<file path="config.mk">
export PLATFORM = sky130hd
export DESIGN_NAME = wdt_interval_timer
export DESIGN_NICKNAME = d
export VERILOG_FILES = /design/src/rtl/wdt_interval_timer.sv
export SDC_FILE = /design/constraint.sdc
export NUM_CORES = 1
export LEC_CHECK = 0
export BUFFER_PORTS_ARGS = -buffer_cell sky130_fd_sc_hd__buf_2
export CAP_MARGIN = 20
export CORE_UTILIZATION = 59
export CTS_CLUSTER_DIAMETER = 60
export CTS_CLUSTER_SIZE = 8
export DETAILED_ROUTE_END_ITERATION = 10
export GPL_TIMING_DRIVEN = 0
export PLACE_DENSITY_LB_ADDON = 0.1
export SYNTH_ARGS = -nofsm -noshare
export SYNTH_HDL_FRONTEND = slang
export SYNTH_SLANG_ARGS = --single-unit
</file>
<file path="constraint.sdc">
create_clock -name clk -period 4.42 [get_ports clk]
set_input_delay 0.221 -clock clk [delete_from_list [all_inputs] [get_ports clk]]
set_output_delay 0.221 -clock clk [all_outputs]
set_load 0.005 [all_outputs]
</file>
<file path="src/rtl/wdt_interval_timer.sv">
module wdt_interval_timer #(
  parameter int MAIN_W = 17,
  parameter int SUB_W  = 8
) (
  input  logic       clk,
  input  logic       rst_n,
  input  logic       sub_tick_en,
  input  logic       bus_wr,
  input  logic       bus_rd,
  input  logic       bus_addr,
  input  logic [7:0] bus_wdata,
  output logic [7:0] bus_rdata,
  output logic       rst_req,
  output logic       nmi_req,
  output logic       irq
);

  logic [7:0] cnt;
  logic       flag, armed, mode_wd, en, src_sub, act_nmi;
  logic [2:0] cks;
  logic [MAIN_W-1:0] pre_main, main_mask;
  logic [SUB_W-1:0]  pre_sub, sub_mask;
  int main_shift;

  always_comb begin
    case (cks)
      3'd0: main_shift = 1;
      3'd1: main_shift = 6;
      3'd2: main_shift = 7;
      3'd3: main_shift = 9;
      3'd4: main_shift = 11;
      3'd5: main_shift = 13;
      3'd6: main_shift = 15;
      default: main_shift = 17;
    endcase
  end

  assign main_mask = MAIN_W'((64'd1 << main_shift) - 64'd1);
  assign sub_mask  = SUB_W'((64'd1 << (int'(cks) + 1)) - 64'd1);

  logic tick, wr_cnt, wr_ctl, rd_ctl, ovf, clear_ok;

  assign tick = en && (src_sub ? (sub_tick_en && ((pre_sub & sub_mask) == sub_mask))
                               : ((pre_main & main_mask) == main_mask));
  assign wr_cnt   = bus_wr && !bus_addr;
  assign wr_ctl   = bus_wr && bus_addr;
  assign rd_ctl   = bus_rd && bus_addr;
  assign ovf      = tick && (cnt == 8'hFF) && !wr_cnt;
  assign clear_ok = wr_ctl && !bus_wdata[7] && armed;

  always_ff @(posedge clk or negedge rst_n) begin
    if (!rst_n) begin
      pre_main <= '0;
      pre_sub  <= '0;
    end else if (!en) begin
      pre_main <= '0;
      pre_sub  <= '0;
    end else begin
      pre_main <= pre_main + 1'b1;
      if (sub_tick_en) pre_sub <= pre_sub + 1'b1;
    end
  end

  always_ff @(posedge clk or negedge rst_n) begin
    if (!rst_n)      cnt <= '0;
    else if (!en)    cnt <= '0;
    else if (wr_cnt) cnt <= bus_wdata;
    else if (tick)   cnt <= cnt + 8'd1;
  end

  always_ff @(posedge clk or negedge rst_n) begin
    if (!rst_n) begin
      flag    <= 1'b0;
      armed   <= 1'b0;
      mode_wd <= 1'b0;
      en      <= 1'b0;
      src_sub <= 1'b0;
      act_nmi <= 1'b0;
      cks     <= '0;
      rst_req <= 1'b0;
      nmi_req <= 1'b0;
    end else begin
      if (ovf)           flag <= 1'b1;
      else if (clear_ok) flag <= 1'b0;
      if (clear_ok)                armed <= 1'b0;
      else if (rd_ctl && flag)     armed <= 1'b1;
      if (wr_ctl) begin
        mode_wd <= bus_wdata[6];
        en      <= bus_wdata[5];
        src_sub <= bus_wdata[4];
        act_nmi <= bus_wdata[3];
        cks     <= bus_wdata[2:0];
      end
      rst_req <= ovf && mode_wd && !act_nmi;
      nmi_req <= ovf && mode_wd && act_nmi;
    end
  end

  assign irq       = flag && !mode_wd;
  assign bus_rdata = bus_addr ? {flag, mode_wd, en, src_sub, act_nmi, cks} : cnt;

  a_r2_disabled_holds_zero: assert property (@(posedge clk) disable iff (!rst_n)
    !en |=> (cnt == 8'h00));
  a_r6_single_pulse: assert property (@(posedge clk) disable iff (!rst_n)
    (rst_req || nmi_req) |=> !(rst_req || nmi_req));
  a_r6_exclusive: assert property (@(posedge clk) disable iff (!rst_n)
    !(rst_req && nmi_req));
  a_r6_after_wrap: assert property (@(posedge clk) disable iff (!rst_n)
    (rst_req || nmi_req) |-> ($past(cnt) == 8'hFF));
  a_r7_flag_from_wrap: assert property (@(posedge clk) disable iff (!rst_n)
    $rose(flag) |-> ($past(cnt) == 8'hFF));
  a_r8_no_unarmed_clear: assert property (@(posedge clk) disable iff (!rst_n)
    (flag && !armed) |=> flag);

endmodule

</file>
==> flow_summary.json <==
{
  "grt_pass1_wl_mm": 9.36,
  "dr.pass1.iters": 4,
  "powerDensity_nw_per_um2": 319,
  "holdBufCountCts": 0,
  "crit_required_ns": 4.60,
  "rsz0062_at_grt": "false",
  "drc": 0,
  "dieArea_sq_um": 4780,
  "ys_warn_count": 0,
  "setup_violations": 0,
  "syn_area_sq_um": 2660,
  "clkTransAtPathRegs_ns": 0.08,
  "fin_crit_sh_pct": 77.9,
  "place_congestion": 0.829,
  "htreeDepth": 2,
  "ir_drop_uv": 241,
  "syn_inst": 275,
  "diodes": 0,
  "fillers": 356,
  "cts_tree": "yes",
  "worstMarginPinSlew_ns": 0.552,
  "async_flop_share_pct": 100,
  "final_max_slew_viol_count": 0,
  "critPathKind": "flip-flop to flip-flop",
  "synthFlopType": "dfrtp_1",
  "areaGrowthSynthToFinish_pct": 11.4,
  "cts_resized": 0,
  "worstSetupEndpointType": "flip-flop",
  "routedWlPerCell_um": 15.2,
  "synthTopCellsByCount": "dfrtp_1 (44), nand2_1 (26), and2_1 (20)",
  "clockRootBuffer": "clkbuf_8",
  "numCtsBuffers": 5,
  "viasPerCell": 6.05,
  "startpoint_type": "flip-flop",
  "synth_top_area_share_pct": 41.4,
  "worstPathMaxFanout": 10,
  "synth-seq-area-share_pct": 41.4,
  "synth_top_area_cell": "dfrtp_1",
  "post_cts_buffers": 0,
  "finalSetupTns_ns": 0,
  "grt_pass1_vias": 2045,
  "postRouteAntennaNets": 0,
  "yosys-top-cells-area": "dfrtp_1 (41%), mux2_2 (6.4%), xnor2_1 (4.9%)",
  "initial_core_util_pct": 61.1,
  "clock_latency_ns": 0.30,
  "rows": 24,
  "maxCapViolations": 0,
  "core_sq_um": 4350,
  "fin_ws_ns": 0.977,
  "port_buffers": 23,
  "cts.path.max_buffers": 2,
  "fin_nets": 328,
  "grt_overflow": 0,
  "synth_seq_cells": 44,
  "skew_ns": 0.00645,
  "hp-class": "input pin to flip-flop",
  "boundaryPins": 25,
  "max_clock_freq_ghz": 0.290,
  "die_h_um": 69.1,
  "hold_viol": 0,
  "drive_above_1_share_pct": 17.9,
  "crit_arrival_ns": 3.62,
  "dp_hpwl_mm": 3.95,
  "drt_iter0_markers": 172,
  "ys_types": 53,
  "final_util_pct": 68.0,
  "preCtsSetupSlack_ns": 1.03,
  "num_vias": 2177,
  "maxSlewHeadroom_pct": 63.2,
  "clock_sinks": 44,
  "postRouteWirelength_mm": 5.47,
  "p_leak_nw": 1.33,
  "avgSynthCellArea_sq_um": 9.67,
  "syn-num-nets": 296,
  "synth_edf_count": 0,
  "grt_max_degree": 45,
  "status": "complete, no violations",
  "grt_antenna_before_repair": 0,
  "grt_usage_pct": 24.1,
  "period_needed_ns": 3.44,
  "die_x_um": 69.1,
  "synth.most_common_cell": "dfrtp_1"
}
area by class of cell:
cell class	count	area, sq um	area share [%]
well taps	52	65.1	2.20
clock inverters	1	7.51	0.253
repair buffers	25	145	4.90
flip-flops and latches	44	1100	37.2
clock buffers	7	86.3	2.91
plain buffers	15	77.6	2.62
multi-input cells	212	1470	49.5
inverters	4	15.0	0.507
cell families (layout without fill, tap and decap cells):
| group | after synthesis | count (layout) | synth area share (%) |
|---|---|---|---|
| adders and majority gates | 8 | 8 | 3.67 |
| xor gates and xnor gates | 19 | 19 | 6.26 |
| AOI/OAI and AO/OA | 44 | 44 | 12.0 |
| buffers and inverters | 19 | 52 | 3.48 |
| muxes | 17 | 17 | 7.11 |
| and+or+nand+nor | 123 | 123 | 26.0 |
| other | 1 | 1 | 0.141 |
| DFF | 44 | 44 | 41.4 |
where the power goes:
group          total, mW  internal, mW  switching [mW]
combinational      0.211        0.0991           0.112
sequential         0.469         0.432          0.0377
clock              0.264         0.127           0.137
total              0.945         0.658           0.287
worst max-delay path, stage by stage, from the launching register on:
cell and delay [ns]:
dfrtp_1 0.38, buf_6 0.13, nand2_1 0.09, inv_1 0.07, ha_1 0.26, buf_2 0.17
nand2_1 0.09, ha_1 0.28, o22a_1 0.13, nand4_1 0.08, or4_1 0.57, o32a_1 0.41
buf_6 0.16, o2111a_1 0.23, a221o_1 0.26
final timing paths:
kind                               from      endpoint  slack (ns)  cells past startpoint
hold reg to reg             pre_main[0]   pre_main[0]        0.50                      1
hold / removal             bus_wdata[4]       src_sub        0.16                      2
setup reg to reg                 cks[1]        cnt[7]        0.98                     14
min in group asynchronous         rst_n  pre_main[15]        0.34                      2
max in group asynchronous         rst_n        cnt[7]        3.61                      3
setup / recovery                 cks[1]        cnt[7]        0.98                     14
flip-flops by register name (all words and copies together) (netlist names):
register / count
mode_wd: 1
cks: 3
act_nmi: 1
rst_req: 1
pre_sub: 8
src_sub: 1
en: 1
armed: 1
flag: 1
pre_main: 17
cnt: 8
nmi_req: 1
layer usage:
metal / up-vias / track usage, % / share of wire, % / wire [um]
li1: 1059 / - / - / -
met1: 1061 / 32.6 / 49 / 2680
met2: 51 / 39.8 / 46 / 2510
met3: 6 / 4.39 / 3.8 / 208
met4: 0 / 6.80 / 1.2 / 68
met5: - / 0 / 0 / 0
cells in the final DEF (no fill, tap or decap), drive strengths merged, types with 2 or more instances in the layout:
cell / netlist / final
a21boi: 3 / 3
a21oi: 4 / 4
a31oi: 3 / 3
a32oi: 2 / 2
and2: 20 / 20
and3: 5 / 5
and4b: 2 / 2
buf: 7 / 31
clkbuf: 8 / 15
dfrtp: 44 / 44
ha: 7 / 7
inv: 4 / 4
mux2: 15 / 15
mux2i: 2 / 2
nand2: 26 / 26
nand2b: 3 / 3
nand3: 15 / 15
nand3b: 3 / 3
nand4: 9 / 9
nor2: 9 / 9
nor2b: 7 / 7
nor3: 6 / 6
nor4b: 3 / 3
o21ai: 12 / 12
o221ai: 2 / 2
o22a: 2 / 2
or3: 7 / 7
or4: 4 / 4
xnor2: 15 / 15
xor2: 4 / 4
per-stage QoR:
step                instance area (sq um)  hold WS, ns  cells  total power, mW
detailed placement                   2840        0.440    350            0.683
finish                               2960        0.160    360            0.945
CTS                                  2930        0.117    358            0.948
global route                         2960        0.155    360            0.992
floorplan                            2660      -0.0746    275            0.615
global placement                     2840        0.436    350            0.680
Power figures use the tool's default switching activity.
